**config.mk**
```make
export PLATFORM = sky130hd
export DESIGN_NAME = txq_ctrl
export DESIGN_NICKNAME = d
export VERILOG_FILES = /design/src/rtl/txq_pkg.sv /design/src/rtl/txq_store.sv /design/src/rtl/txq_irq.sv /design/src/rtl/txq_rate.sv /design/src/rtl/txq_ctrl.sv
export SDC_FILE = /design/constraint.sdc
export NUM_CORES = 1
export LEC_CHECK = 0
export CAP_MARGIN = 20
export CELL_PAD_IN_SITES_DETAIL_PLACEMENT = 2
export CELL_PAD_IN_SITES_GLOBAL_PLACEMENT = 2
export CORE_MARGIN = 2
export CORE_UTILIZATION = 45
export CTS_BUF_LIST = sky130_fd_sc_hd__clkbuf_4 sky130_fd_sc_hd__clkbuf_8
export DETAILED_ROUTE_END_ITERATION = 8
export DONT_BUFFER_PORTS = 1
export PLACE_DENSITY_LB_ADDON = 0.1
export SKIP_LAST_GASP = 1
export SYNTH_ARGS = -nofsm -noshare
export SYNTH_HDL_FRONTEND = slang
export SYNTH_HIERARCHICAL = 1
export SYNTH_SLANG_ARGS = --single-unit
```
**constraint.sdc**
```tcl
create_clock -name clk -period 7.91 [get_ports clk]
set_clock_uncertainty 0.2 [all_clocks]
set_input_delay 0 -clock clk [delete_from_list [all_inputs] [get_ports clk]]
set_output_delay 0 -clock clk [all_outputs]
set_load 0.03 [all_outputs]
```
**src/rtl/txq_pkg.sv**
```systemverilog
package txq_pkg;
  // advance a queue index with wrap at the configured depth
  function automatic int unsigned wrap_inc(input int unsigned p, input int unsigned depth);
    return (p + 1 >= depth) ? 0 : p + 1;
  endfunction

  // writer one step behind reader: no further slot may be used
  function automatic logic ring_full(input int unsigned wp, input int unsigned rp,
                                     input int unsigned depth);
    return wrap_inc(wp, depth) == rp;
  endfunction

  // interrupt policy: empty-only mode looks at pointer equality, else at room flag
  function automatic logic irq_due(input logic empty_only, input logic ptr_eq,
                                   input logic room);
    return empty_only ? ptr_eq : room;
  endfunction
endpackage

```
**src/rtl/txq_store.sv**
```systemverilog
module txq_store #(
  parameter int DW    = 8,
  parameter int DEPTH = 4,
  parameter int PW    = 2
) (
  input  logic          clk,
  input  logic          we,
  input  logic [PW-1:0] waddr,
  input  logic [DW-1:0] wdata,
  input  logic [PW-1:0] raddr,
  output logic [DW-1:0] rdata
);
  logic [DW-1:0] slot_q [DEPTH];

  for (genvar i = 0; i < DEPTH; i++) begin : g_slot
    always_ff @(posedge clk) begin
      if (we && (waddr == PW'(i))) slot_q[i] <= wdata;
    end
  end

  assign rdata = slot_q[raddr];
endmodule

```
**src/rtl/txq_irq.sv**
```systemverilog
module txq_irq (
  input  logic clk,
  input  logic rst_n,
  input  logic fire_done,
  input  logic fire_wr,
  input  logic wr_acc,
  input  logic ack,
  output logic irq
);
  logic irq_d;

  always_comb begin
    if (fire_wr)     irq_d = 1'b1;
    else if (wr_acc) irq_d = 1'b0;
    else             irq_d = fire_done | (irq & ~ack);
  end

  always_ff @(posedge clk or negedge rst_n) begin
    if (!rst_n) irq <= 1'b0;
    else        irq <= irq_d;
  end

  AST_IRQ_CLEAR: assert property (@(posedge clk) disable iff (!rst_n)
    (ack && !fire_wr && !fire_done) |=> !irq) else $error("irq ack ignored");
endmodule

```
**src/rtl/txq_rate.sv**
```systemverilog
module txq_rate #(
  parameter int          BW       = 16,
  parameter logic [BW-1:0] BAUD_RST = 16'd12
) (
  input  logic          clk,
  input  logic          rst_n,
  input  logic          req,
  input  logic [BW-1:0] val,
  input  logic          apply,
  output logic [BW-1:0] div
);
  logic          pend_q;
  logic [BW-1:0] pval_q;

  always_ff @(posedge clk or negedge rst_n) begin
    if (!rst_n) begin
      pend_q <= 1'b0;
      pval_q <= BAUD_RST;
      div    <= BAUD_RST;
    end else begin
      if (apply && pend_q) div <= pval_q;
      if (req) begin
        pend_q <= 1'b1;
        pval_q <= val;
      end else if (apply) begin
        pend_q <= 1'b0;
      end
    end
  end

  AST_RATE_HOLD: assert property (@(posedge clk) disable iff (!rst_n)
    !apply |=> $stable(div)) else $error("divisor moved off boundary");
endmodule

```
**src/rtl/txq_ctrl.sv**
```systemverilog
module txq_ctrl #(
  parameter int            ENHANCED = 1,
  parameter int            DW       = 8,
  parameter int            BW       = 16,
  parameter logic [BW-1:0] BAUD_RST = 16'd12
) (
  input  logic          clk,
  input  logic          rst_n,
  input  logic          wr_en,
  input  logic [DW-1:0] wr_data,
  input  logic          tx_enable,
  input  logic          send_break,
  input  logic          int_enable,
  input  logic          empty_irq_mode,
  input  logic          irq_ack,
  input  logic          rts_ctl,
  input  logic          baud_req,
  input  logic [BW-1:0] baud_val,
  input  logic          sh_done,
  output logic          sh_load,
  output logic [DW-1:0] sh_data,
  output logic          tbe,
  output logic          all_sent,
  output logic          tx_irq,
  output logic          rts_n,
  output logic [BW-1:0] baud_div
);
  import txq_pkg::*;

  localparam int DEPTH = (ENHANCED != 0) ? 4 : 1;
  localparam int PW    = (DEPTH > 1) ? $clog2(DEPTH) : 1;

  logic [PW-1:0] wp_q, rp_q;
  logic          busy_q;
  logic [DW-1:0] rd_data;
  logic          empty_only;

  // named internal events
  logic          done_live, done_load, drain_evt, fire_done;
  logic          wr_acc, wr_load, fire_wr, load_evt;
  logic [PW-1:0] rp_a, rp_b, wp_b;
  logic          tbe_a, tbe_b, sent_a, sent_b, busy_a, busy_b;
  logic [DW-1:0] load_byte;

  assign empty_only = (ENHANCED != 0) && empty_irq_mode;

  txq_store #(.DW(DW), .DEPTH(DEPTH), .PW(PW)) u_store (
    .clk(clk), .we(wr_acc), .waddr(wp_q), .wdata(wr_data),
    .raddr(rp_q), .rdata(rd_data)
  );

  // completion step first, then the host write
  always_comb begin
    rp_a      = rp_q;
    tbe_a     = tbe;
    sent_a    = all_sent;
    busy_a    = busy_q;
    done_live = sh_done && tx_enable && !send_break;
    done_load = 1'b0;
    drain_evt = 1'b0;
    fire_done = 1'b0;
    if (sh_done) begin
      busy_a = 1'b0;
      if (done_live) begin
        if (!tbe || (rp_q != wp_q)) begin
          done_load = 1'b1;
          busy_a    = 1'b1;
          rp_a      = PW'(wrap_inc(rp_q, DEPTH));
          tbe_a     = 1'b1;
        end else begin
          sent_a    = 1'b1;
          drain_evt = 1'b1;
        end
        fire_done = int_enable && irq_due(empty_only, rp_a == wp_q, tbe_a);
      end
    end

    wr_acc  = wr_en && !(!tbe_a && ring_full(wp_q, rp_a, DEPTH));
    wp_b    = wp_q;
    rp_b    = rp_a;
    tbe_b   = tbe_a;
    sent_b  = sent_a;
    busy_b  = busy_a;
    wr_load = 1'b0;
    if (wr_acc) begin
      wp_b   = PW'(wrap_inc(wp_q, DEPTH));
      tbe_b  = (DEPTH == 1) ? 1'b0 : !ring_full(wp_b, rp_a, DEPTH);
      sent_b = 1'b0;
      if (tx_enable && !busy_a) begin
        wr_load = 1'b1;
        busy_b  = 1'b1;
        rp_b    = PW'(wrap_inc(rp_a, DEPTH));
        tbe_b   = 1'b1;
      end
    end
    fire_wr = wr_en && int_enable && irq_due(empty_only, rp_b == wp_b, tbe_b);

    load_evt  = done_load | wr_load;
    // a write-triggered load takes the new byte only when nothing was waiting
    load_byte = (wr_load && (rp_q == wp_q)) ? wr_data : rd_data;
  end

  always_ff @(posedge clk or negedge rst_n) begin
    if (!rst_n) begin
      wp_q     <= '0;
      rp_q     <= '0;
      busy_q   <= 1'b0;
      tbe      <= 1'b1;
      all_sent <= 1'b1;
      rts_n    <= 1'b1;
      sh_load  <= 1'b0;
      sh_data  <= '0;
    end else begin
      wp_q     <= wp_b;
      rp_q     <= rp_b;
      busy_q   <= busy_b;
      tbe      <= tbe_b;
      all_sent <= sent_b;
      sh_load  <= load_evt;
      if (load_evt) sh_data <= load_byte;
      if (rts_ctl)        rts_n <= 1'b0;
      else if (drain_evt) rts_n <= 1'b1;
    end
  end

  txq_irq u_irq (
    .clk(clk), .rst_n(rst_n), .fire_done(fire_done), .fire_wr(fire_wr),
    .wr_acc(wr_acc), .ack(irq_ack), .irq(tx_irq)
  );

  txq_rate #(.BW(BW), .BAUD_RST(BAUD_RST)) u_rate (
    .clk(clk), .rst_n(rst_n), .req(baud_req), .val(baud_val),
    .apply(sh_done), .div(baud_div)
  );

  AST_SENT_CLEARED: assert property (@(posedge clk) disable iff (!rst_n)
    wr_acc |=> !all_sent) else $error("all_sent survived write");
  AST_RTS_RELEASE: assert property (@(posedge clk) disable iff (!rst_n)
    (drain_evt && !rts_ctl) |=> rts_n) else $error("rts not released");
  AST_IRQ_CAUSE: assert property (@(posedge clk) disable iff (!rst_n)
    $rose(tx_irq) |-> $past(int_enable)) else $error("irq without enable");
  AST_NO_OVERFLOW: assert property (@(posedge clk) disable iff (!rst_n)
    (wr_en && !tbe && !sh_done) |=> $stable(wp_q)) else $error("write into full queue");
endmodule

```
==> results of run 1 <==
[sequential cells by signal, indices dropped and copies added (netlist names), 2 cells and up]
signal          count
rp_q                2
sh_data             8
u_rate/div         16
u_rate/pval_q      16
u_store/slot_q     32
wp_q                2
[worst min path at each step]
stage,end,slack [ns],depth (start not counted)
final,rp_q[1],0.04,4
after global routing,u_rate/pval_q[3],0.08,2
after CTS,rp_q[1],0.03,4
after detailed placement,u_rate/div[11],-0.49,0
after global placement,u_rate/div[11],-0.49,0
after floorplan,busy_q,-0.50,0
[metal layers]
layer  share of wire (%)  up-vias
met5                   0        -
met4                 1.3        0
met3                 4.7       12
met2                  50       49
met1                  44     1163
li1                    -     1040
[cell type report]
| class | count | share of cell area [%] |
|---|---|---|
| clock buffers | 9 | 2.794 |
| clock inverters | 7 | 1.665 |
| inverters | 13 | 1.101 |
| multi-input cells | 145 | 30.82 |
| flip-flops and latches | 83 | 50.66 |
| well taps | 105 | 2.964 |
| repair buffers | 41 | 9.992 |
[power by group through the flow]
stage	sequential, W	combinational, W	clock (W)
2_1_floorplan	0.000692	0.000384	0
3_3_place_gp	0.000747	0.000415	0
3_5_place_dp	0.000750	0.000437	0
4_1_cts	0.000742	0.000472	0.000314
5_1_grt	0.000758	0.000519	0.000338
6_report	0.000740	0.000468	0.000309
[worst min-delay path, cell delays in order]
cell and delay, ns:
a21boi_0 0.14, nand3_1 0.15, o21a_1 0.15, a21o_1 0.12
[cell usage after synthesis, types with 5 or more instances]
| cell | n |
|---|---|
| mux2_4 | 11 |
| dfrtp_1 | 44 |
| mux2_2 | 24 |
| dfstp_2 | 7 |
| nor2_1 | 9 |
| nand2_1 | 9 |
| inv_1 | 13 |
| and3_2 | 7 |
| mux4_2 | 8 |
| edfxtp_1 | 32 |
| buf_6 | 5 |
| a21oi_1 | 5 |
| nor3_1 | 5 |
| a221o_1 | 9 |
[through the flow]
stage               worst slack, ns  hold slack (ns)
CTS                           3.427          0.03427
global placement              3.677          -0.4946
detailed placement            3.770          -0.4946
global route                  3.162          0.08117
floorplan                     4.644          -0.4956
finish                        3.405          0.04147
[logic make-up (layout without fill, tap and decap cells)]
logic type / after synthesis / in the layout / synth area share (%)
xor gates and xnor gates: 6 / 6 / 1.397
and+or+nand+nor: 47 / 47 / 7.117
muxes: 45 / 45 / 16.89
DFF: 83 / 83 / 59.69
AOI/OAI and AO/OA: 43 / 43 / 9.578
buffers and inverters: 24 / 70 / 3.991
adders and majority gates: 4 / 4 / 1.330
==> results by group, run 1 <==
Routing
  – DRT Pass-1 Iters: 4
  – DRC: 0
  – Starting DRT DRC Count: 55
  – WL/cell: 22.11 um
  – Antenna Violating Nets Remaining: 0
  – Via density: 5.618
  – Vias: 2264
  – Total wire length: 8.910 mm

Placed design
  – Detail Placement HPWL: 5.654 mm
  – Port Buffers: 0
  – RD Place Congestion: 0.8137
  – DP Area: 3800 um^2
  – Placed instance count: 347

Worst setup path
  – R2r endpoint: u_irq/irq
  – CP peak stage delay: 0.90 ns
  – Worst R2R Start: rp_q[0]
  – Worst path depth: 9
  – Crit-path cells: xor2_1, or3_1, a21o_1, a211oi_2, mux2_4, a32o_1, o21a_1, a211o_1, dlygate4sd3_1
  – Arr. time, crit path: 4.55 ns
  – Worst setup SP type: register
  – Crit-path max FO: 17
  – Worst setup path start: rp_q[0]
  – Critical path required time: 7.96 ns
  – Worst path buffer plus inverter count: 1
  – Cell class contributing the biggest share of worst-path delay: compound AO/OA/AOI/OAI gates
  – Worst setup path end: u_irq/irq
  – Reg2reg path depth: 9
  – Flop-to-flop setup slack: 3.41 ns
  – Slowest stage cell on the critical path: dfrtp_1
  – Endpoint class of the critical path: register
  – Crit Path Category: register to register

Power and ir drop
  – Sequential Power Share: 48.8%
  – Sw Share: 40.51%
  – Worst VDD drop: 0.1734 mV
  – Combinational power share: 30.9%
  – Pint: 0.0009021 W
  – Switching Power: 0.0006143 W
  – Clock share of power: 20.4%
  – Total Power: 0.001516 W
  – Leakage: 1.813 nW
  – Pwr dens: 342.1 nW/um^2

Logic synthesis
  – Top cells by area, synth: dfrtp_1 (29%), edfxtp_1 (26%), mux2_2 (7.2%), dfstp_2 (4.9%), mux4_2 (4.8%)
  – Post-Synthesis Cells: 252
  – Syn Nets: 291
  – Sequential share of the synthesized area: 59.69%
  – Post-synth cell types: 52
  – Ys flop type: dfrtp_1
  – Mapped Area: 3762 um^2
  – Ys async rst share: 61.45%
  – EDFF count, synth: 32
  – Syn_area_per_cell: 14.93 um^2
  – Area share of the largest cell type after synthesis: 29.27%
  – YS warnings: 6
  – Leading area contributor after synthesis: dfrtp_1
  – #FFs+latches synth: 83

Cells and area
  – Final Core Density: 54.22%
  – Antenna fix cells: 0
  – Fin nets: 332
  – Final Cell Area: 4433 um^2
  – Share of layout cells above drive strength 1: 28.52%
  – Fill count: 731
  – Most common cell after layout, fill and taps aside: dfrtp_1
  – Synth-to-Final Area Change: 17.83%
  – Multi-input gate area: 1366 um^2
  – Seq. cell area: 2246 um^2
  – Final Non-Filler Cells: 403
  – Most frequent cells in the layout: dfrtp_1 (44), dlygate4sd3_1 (38), edfxtp_1 (32)

Run
  – Max cap viols: 0

GRT
  – Gr usage total: 21.13%
  – First-pass GRT wire length: 14.15 mm
  – Met2 Use GR: 35.62%
  – Top Usage Layer GRT: met2
  – Vias in the first global route: 2559
  – Grt total ovfl: 0
  – Initial antenna violation count: 0
  – Largest net degree at the start of global routing: 45
  – Met3 usage: 5.296%
  – Met1 GRT Util: 26.95%

Min path
  – Min-Delay Startpoint: tx_enable
  – Hold Crit Class: input port to register

STA
  – Period utilization: 56.95%
  – Slew Viols, Final: 0
  – Final hold violations: 0
  – Crit path time final: 4.505 ns
  – Achievable Freq: 222.0 MHz
  – Final setup TNS: 0 ns
  – Slew HR: 31.93%
  – RSZ-0062 raised after global routing: false
  – Final Setup Violations: 0
  – Worst-Margin Slew: 0.9953 ns

Outcome
  – Run status: complete, no violations

Clocking
  – Max clock buf depth: 2
  – Clock tree root buffer cell: clkbuf_8
  – Htree depth: 3
  – Num CTS Buffers: 9
  – CTS tree: yes
  – Clock slew at reported path FFs: 0.10 ns
  – # hold bufs at CTS: 40
  – Worst-Skew Late Latency: 0.37 ns
  – Total clock sinks: 83
  – Number of gates resized after CTS: 0
  – Post-CTS Setup Bufs: 0

Die
  – Core area: 8175 um^2
  – Die width: 95.44 um
  – Initial Util: 46.02%
  – Die area: 9108 um^2
  – I/O pins: 64
  – Num rows: 33
  – Die Ht: 95.44 um
No activity file was read; power rests on OpenSTA's default activity.
==> run 2: changes to the inputs <==
--- a/config.mk
+++ b/config.mk
@@ -5,11 +5,12 @@
 export SDC_FILE = /design/constraint.sdc
 export NUM_CORES = 1
 export LEC_CHECK = 0
+export ABC_AREA = 1
 export CAP_MARGIN = 20
 export CELL_PAD_IN_SITES_DETAIL_PLACEMENT = 2
 export CELL_PAD_IN_SITES_GLOBAL_PLACEMENT = 2
 export CORE_MARGIN = 2
-export CORE_UTILIZATION = 45
+export CORE_UTILIZATION = 40
 export CTS_BUF_LIST = sky130_fd_sc_hd__clkbuf_4 sky130_fd_sc_hd__clkbuf_8
 export DETAILED_ROUTE_END_ITERATION = 8
 export DONT_BUFFER_PORTS = 1
==> constraint.sdc (replaced) <==
create_clock -name clk -period 4.4 [get_ports clk]
set_clock_uncertainty 0.2 [all_clocks]
set_input_delay 0 -clock clk [delete_from_list [all_inputs] [get_ports clk]]
set_output_delay 0 -clock clk [all_outputs]
set_load 0.03 [all_outputs]
==> results by group, run 2 <==
Outcome
  – Run status: complete, no violations

Routing
  – Antenna Violating Nets Remaining: 0
  – DRT Pass-1 Iters: 4
  – Vias: 3044
  – Via density: 4.950
  – Total wire length: 11.20 mm
  – DRC: 0
  – WL/cell: 18.21 um
  – Starting DRT DRC Count: 50

Clocking
  – Worst-Skew Late Latency: 0.36 ns
  – Clock tree root buffer cell: clkbuf_8
  – Htree depth: 3
  – Clock slew at reported path FFs: 0.08 ns
  – Post-CTS Setup Bufs: 0
  – Num CTS Buffers: 9
  – Max clock buf depth: 2
  – Total clock sinks: 83
  – CTS tree: yes

Power and ir drop
  – Pint: 0.001742 W
  – Worst VDD drop: 0.3284 mV
  – Clock share of power: 23.2%
  – Sw Share: 40.74%
  – Sequential Power Share: 42.8%
  – Combinational power share: 34.0%
  – Switching Power: 0.001197 W
  – Pwr dens: 614.9 nW/um^2
  – Leakage: 2.334 nW

Worst setup path
  – Top cell by count, worst path: nand2_1
  – Worst setup SP type: register
  – CP peak stage delay: 0.67 ns
  – Crit-path cells: nand2_1, nand2_1, nand3_4, nand2_4, o21ai_0, nor2_1, nor2_1, nor2_1, nand3_1, nand2_1, inv_1, nand2_1, nand2_1, nand2_1, a21oi_1, dlygate4sd3_1, inv_1, nand2_1, dlygate4sd3_1
  – Crit Path Category: register to register
  – Crit-path max FO: 13
  – Critical path required time: 4.45 ns
  – Arr. time, crit path: 4.07 ns
  – Slowest stage cell on the critical path: dfrtp_1
  – Endpoint class of the critical path: register

Logic synthesis
  – Syn Nets: 475
  – Area share of the largest cell type after synthesis: 27.21%
  – Leading cell types by count after synthesis: nand2_1 (156), inv_1 (68), nand3_1 (47), dfrtp_1 (44), edfxtp_1 (32)
  – Ys async rst share: 61.45%
  – Top cells by area, synth: dfrtp_1 (27%), edfxtp_1 (24%), nand2_1 (14%), inv_1 (6.3%), nand3_1 (5.8%)
  – Post-Synthesis Cells: 436
  – Mapped Area: 4046 um^2
  – Most common cell in the netlist: nand2_1
  – Ys flop type: dfrtp_1
  – Post-synth cell types: 31
  – Leading area contributor after synthesis: dfrtp_1
  – EDFF count, synth: 32
  – #FFs+latches synth: 83
  – Sequential share of the synthesized area: 55.50%
  – YS warnings: 6
  – Syn_area_per_cell: 9.281 um^2

STA
  – Worst setup margin: 0.3780 ns
  – Final hold violations: 0
  – Final setup TNS: 0 ns
  – Worst-Margin Slew: 0.9445 ns
  – RSZ-0062 raised after global routing: false
  – Achievable Freq: 248.6 MHz
  – Slew Viols, Final: 0
  – Final Setup Violations: 0
  – Period utilization: 91.41%
  – Slew HR: 37.03%
  – Crit path time final: 4.022 ns

Placed design
  – Port Buffers: 0
  – Detail Placement HPWL: 7.080 mm
  – RD Place Congestion: 0.7848
  – Dpl ws: 1.281 ns

Die
  – Num rows: 36
  – Core area: 9819 um^2
  – Die width: 104.6 um
  – Die Ht: 104.6 um
  – I/O pins: 64
  – Die area: 10940 um^2
  – Initial Util: 41.21%

Cells and area
  – Regs by FF count: u_store/slot_q x32, u_rate/div x16, u_rate/pval_q x16
  – Share of layout cells above drive strength 1: 12.86%
  – Synth-to-Final Area Change: 18.12%
  – Fin nets: 516
  – Antenna fix cells: 0
  – Reg with most FFs: u_store/slot_q
  – Most frequent cells in the layout: nand2_1 (156), inv_1 (68), nand3_1 (47)
  – Most common cell after layout, fill and taps aside: nand2_1
  – Max FFs per register: 32

GRT
  – Grt total ovfl: 0
  – First-pass GRT wire length: 18.39 mm
  – Largest net degree at the start of global routing: 45
  – Gr usage total: 21.85%
  – Initial antenna violation count: 0
  – Vias in the first global route: 3443

Run
  – Max cap viols: 0

Min path
  – Hold Crit Class: input port to register
## run 2: changes by cell type after synthesis, sizes merged, moves of 7 or more
cell / before / now
nand2: 10 / 167
inv: 13 / 72
nand3: 2 / 51
mux2: 35 / 0
and3: 10 / 0
a221o: 9 / 0
mux4: 8 / 0
o21ai: 2 / 10
o221ai: 0 / 8
buf: 8 / 15
## run 2: stage by stage
step | hold slack, ns | util, % | total power, W | area [um^2] | instances
after floorplan | -0.4956 | - | 0.001973 | 4046 | 436
after global placement | -0.4934 | 41.78 | 0.002166 | 4103 | 560
after detailed placement | -0.4940 | 41.78 | 0.002214 | 4103 | 560
after CTS | 0.04277 | 48.65 | 0.002973 | 4777 | 615
after global routing | 0.06399 | 48.67 | 0.003138 | 4780 | 615
final | 0.05585 | 48.67 | 0.002939 | 4780 | 615
## run 2: critical path, delay by kind of cell (launching register included)
family                 cells  cell delay [ns]
AOI/OAI and AO/OA          2             0.19
buffers and inverters      4             1.24
DFF                        1             0.67
and+or+nand+nor           13             1.60
## run 2: metal layers
metal	vias to the layer above	share of wire, %	track usage, %	routed length [um]
li1	1457	-	-	-
met4	0	2.0	8.000	221
met1	1519	43	26.22	4812
met3	17	3.2	4.429	357
met5	-	0	0	0
met2	51	52	38.75	5809
## run 2: kinds of logic (layout without fill, tap and decap cells)
| kind of cell | after synthesis | count (layout) | share of synthesized area (%) |
|---|---|---|---|
| flip-flops | 83 | 83 | 55.50 |
| adder cells (fa/ha/maj) | 4 | 4 | 1.237 |
| buffers and inverters | 87 | 133 | 10.64 |
| AND/OR/NAND/NOR | 234 | 234 | 26.25 |
| AO/OA/AOI/OAI | 25 | 25 | 5.535 |
| XOR/XNOR | 3 | 3 | 0.8351 |
## run 2: area by class of cell
cell class / count / area [um^2]
timing repair buffer: 45 / 473.0
clock inverter: 4 / 96.34
clock buffer: 12 / 152.6
tap: 133 / 166.4
fill: 1069 / 5040
multi-input combinational: 266 / 1370
inverter: 72 / 275.3
sequential: 83 / 2246
## run 2: worst paths after layout
check | startpoint | end | slack (ns) | depth (start not counted)
max | rp_q[1] | u_irq/irq | 0.38 | 19
min | tx_enable | rp_q[0] | 0.06 | 6
max reg2reg | rp_q[1] | u_irq/irq | 0.38 | 19
min reg2reg | u_rate/pval_q[2] | u_rate/pval_q[2] | 0.27 | 2
max in group asynchronous | rst_n | u_rate/div[1] | 3.67 | 3
min in group asynchronous | rst_n | u_rate/pval_q[2] | 0.08 | 2
## run 2: repair_timing
item	in CTS	in global routing
hold buffers	39	0
gates resized for setup	0	1
setup endpoints to repair	0	1
hold endpoints to repair	134	0
## run 2: power groups by stage
stage,combinational [W],sequential [W],clock [W]
after detailed placement,0.000938,0.00128,0
after global routing,0.00112,0.00128,0.000731
after global placement,0.000900,0.00127,0
after floorplan,0.000746,0.00123,0
after CTS,0.00101,0.00126,0.000699
final,0.000999,0.00126,0.000681
==> run 3: changes to the inputs <==
--- a/config.mk
+++ b/config.mk
@@ -14,7 +14,7 @@
 export CTS_BUF_LIST = sky130_fd_sc_hd__clkbuf_4 sky130_fd_sc_hd__clkbuf_8
 export DETAILED_ROUTE_END_ITERATION = 8
 export DONT_BUFFER_PORTS = 1
-export PLACE_DENSITY_LB_ADDON = 0.1
+export PLACE_DENSITY_LB_ADDON = 0.25
 export SKIP_LAST_GASP = 1
 export SYNTH_ARGS = -nofsm -noshare
 export SYNTH_HDL_FRONTEND = slang
==> results by group, run 3 (synthesized netlist as in run 2, its figures left out) <==
Clocking
  – Num CTS Buffers: 9
  – Clock tree root buffer cell: clkbuf_8
  – Max clock buf depth: 2
  – Total clock sinks: 83
  – Htree depth: 3
  – Worst-Skew Late Latency: 0.36 ns
  – CTS tree: yes
  – Clock slew at reported path FFs: 0.09 ns

STA
  – RSZ-0062 raised after global routing: false
  – Final hold violations: 0
  – Slew HR: 37.95%
  – Slew Viols, Final: 0
  – Final Setup Violations: 0
  – Final setup TNS: 0 ns
  – Achievable Freq: 241.4 MHz
  – Period utilization: 94.14%
  – Worst-Margin Slew: 0.9307 ns
  – Crit path time final: 4.142 ns

Routing
  – Met3 WL post-DR: 374 um
  – DRT Pass-1 Iters: 4
  – Vias: 3157
  – WL/cell: 20.62 um
  – Via density: 5.133
  – Highest routed layer: met4
  – Total wire length: 12.68 mm
  – Starting DRT DRC Count: 114
  – WL met1: 5.096 mm
  – Met2 Wirelength: 6.961 mm
  – Antenna Violating Nets Remaining: 0
  – DRC: 0

Worst setup path
  – Endpoint class of the critical path: register
  – Arr. time, crit path: 4.19 ns
  – R2r endpoint: u_irq/irq
  – Critical path required time: 4.45 ns
  – Worst setup SP type: register
  – Reg2reg path depth: 20
  – Flop-to-flop setup slack: 0.26 ns
  – Crit Path Category: register to register
  – Worst R2R Start: rp_q[0]
  – Crit-path max FO: 12

Placed design
  – RD Place Congestion: 0.7743
  – Port Buffers: 0
  – Detail Placement HPWL: 7.793 mm
  – DP Area: 4103 um^2

Die
  – I/O pins: 64
  – Num rows: 36
  – Die width: 104.6 um
  – Initial Util: 41.21%
  – Core area: 9819 um^2
  – Die area: 10940 um^2
  – Die Ht: 104.6 um

Cells and area
  – Fill count: 1070
  – Synth-to-Final Area Change: 18.09%
  – Max FFs per register: 32
  – Reg with most FFs: u_store/slot_q
  – Antenna fix cells: 0
  – Most common cell after layout, fill and taps aside: nand2_1
  – Share of layout cells above drive strength 1: 13.28%
  – Regs by FF count: u_store/slot_q x32, u_rate/div x16, u_rate/pval_q x16
  – Most frequent cells in the layout: nand2_1 (156), inv_1 (68), nand3_1 (47)
  – Fin nets: 516
  – Final Cell Area: 4778 um^2

GRT
  – Vias in the first global route: 3696
  – Initial antenna violation count: 0
  – Gr usage total: 24.88%
  – Grt total ovfl: 0
  – Largest net degree at the start of global routing: 45
  – First-pass GRT wire length: 20.79 mm

Power and ir drop
  – Clock share of power: 22.1%
  – Pint: 0.001703 W
  – Worst VDD drop: 0.2383 mV
  – Sw Share: 42.96%
  – Sequential Power Share: 43.4%
  – Leakage: 2.322 nW
  – Combinational power share: 34.5%
  – Pwr dens: 624.9 nW/um^2
  – Switching Power: 0.001283 W

Run
  – Max cap viols: 0

Min path
  – Hold path cells: 2
  – Min-Delay Startpoint: tx_enable
  – Hold Crit Class: input port to register
  – Hold path endpoint: sh_load

Outcome
  – Run status: complete, no violations
run 3: worst max-delay path, cell delays in order, from the launching register on:
cell,delay [ns]
dfrtp_2,0.53
buf_4,0.27
xnor2_4,0.16
nand3_4,0.14
nand3_1,0.19
nand2_2,0.13
ha_1,0.21
nand3b_1,0.17
nand2_1,0.07
nand2_1,0.06
nand3b_1,0.15
nand2_1,0.17
inv_1,0.06
nand2_1,0.06
nand2_1,0.08
nand2_1,0.07
a21oi_1,0.06
dlygate4sd3_1,0.57
inv_1,0.08
nand2_1,0.05
dlygate4sd3_1,0.54
run 3: timing repair:
action                                  CTS  global route
gates resized for setup                   0             4
endpoints found under the hold margin   134             0
hold buffers                             39             0
setup buffers                             0             0
endpoints found under the setup margin    0             1
run 3: how the worst max path moves through the flow:
stage | from | end | slack (ns) | cells past startpoint
finish | rp_q[0] | u_irq/irq | 0.26 | 20
CTS | sh_done | u_irq/irq | 0.17 | 21
floorplan | wp_q[0] | u_store/slot_q[0][0] | 1.70 | 11
global route | rp_q[0] | u_irq/irq | 0.03 | 20
global placement | rp_q[0] | sh_data[3] | 1.37 | 13
detailed placement | rp_q[0] | sh_data[1] | 1.12 | 13
run 3: cell type report:
cell class / count / area (um^2) / area share (%)
clock buffer: 11 / 151.4 / 3.168
clock inverter: 5 / 82.58 / 1.728
inverter: 72 / 275.3 / 5.761
multi-input combinational: 266 / 1381 / 28.91
sequential: 83 / 2248 / 47.05
tap: 133 / 166.4 / 3.483
timing repair buffer: 45 / 473.0 / 9.898
run 3: power groups by stage:
| stage | Combinational [W] | Clock [W] | Sequential, W |
|---|---|---|---|
| after floorplan | 0.000746 | 0 | 0.00123 |
| after global placement | 0.000858 | 0 | 0.00129 |
| after detailed placement | 0.000925 | 0 | 0.00131 |
| after CTS | 0.00100 | 0.000671 | 0.00129 |
| after global routing | 0.00116 | 0.000711 | 0.00132 |
| final | 0.00103 | 0.000660 | 0.00129 |
run 3: per-stage QoR:
step | worst slack, ns | utilization (%) | instances | hold slack [ns] | total power [W]
CTS | 0.1652 | 48.50 | 615 | 0.001970 | 0.002963
finish | 0.2580 | 48.66 | 615 | 0.03939 | 0.002986
global route | 0.02709 | 48.66 | 615 | 0.03362 | 0.003189
floorplan | 1.702 | - | 436 | -0.4956 | 0.001973
detailed placement | 1.124 | 41.78 | 560 | -0.4934 | 0.002231
global placement | 1.371 | 41.78 | 560 | -0.4935 | 0.002147
run 3: routing by layer:
| layer | global-route usage (%) | vias to the layer above |
|---|---|---|
| met2 | 45.61 | 60 |
| li1 | - | 1459 |
| met4 | 7.810 | 0 |
| met1 | 29.29 | 1619 |
| met3 | 4.803 | 19 |
| met5 | 0 | - |
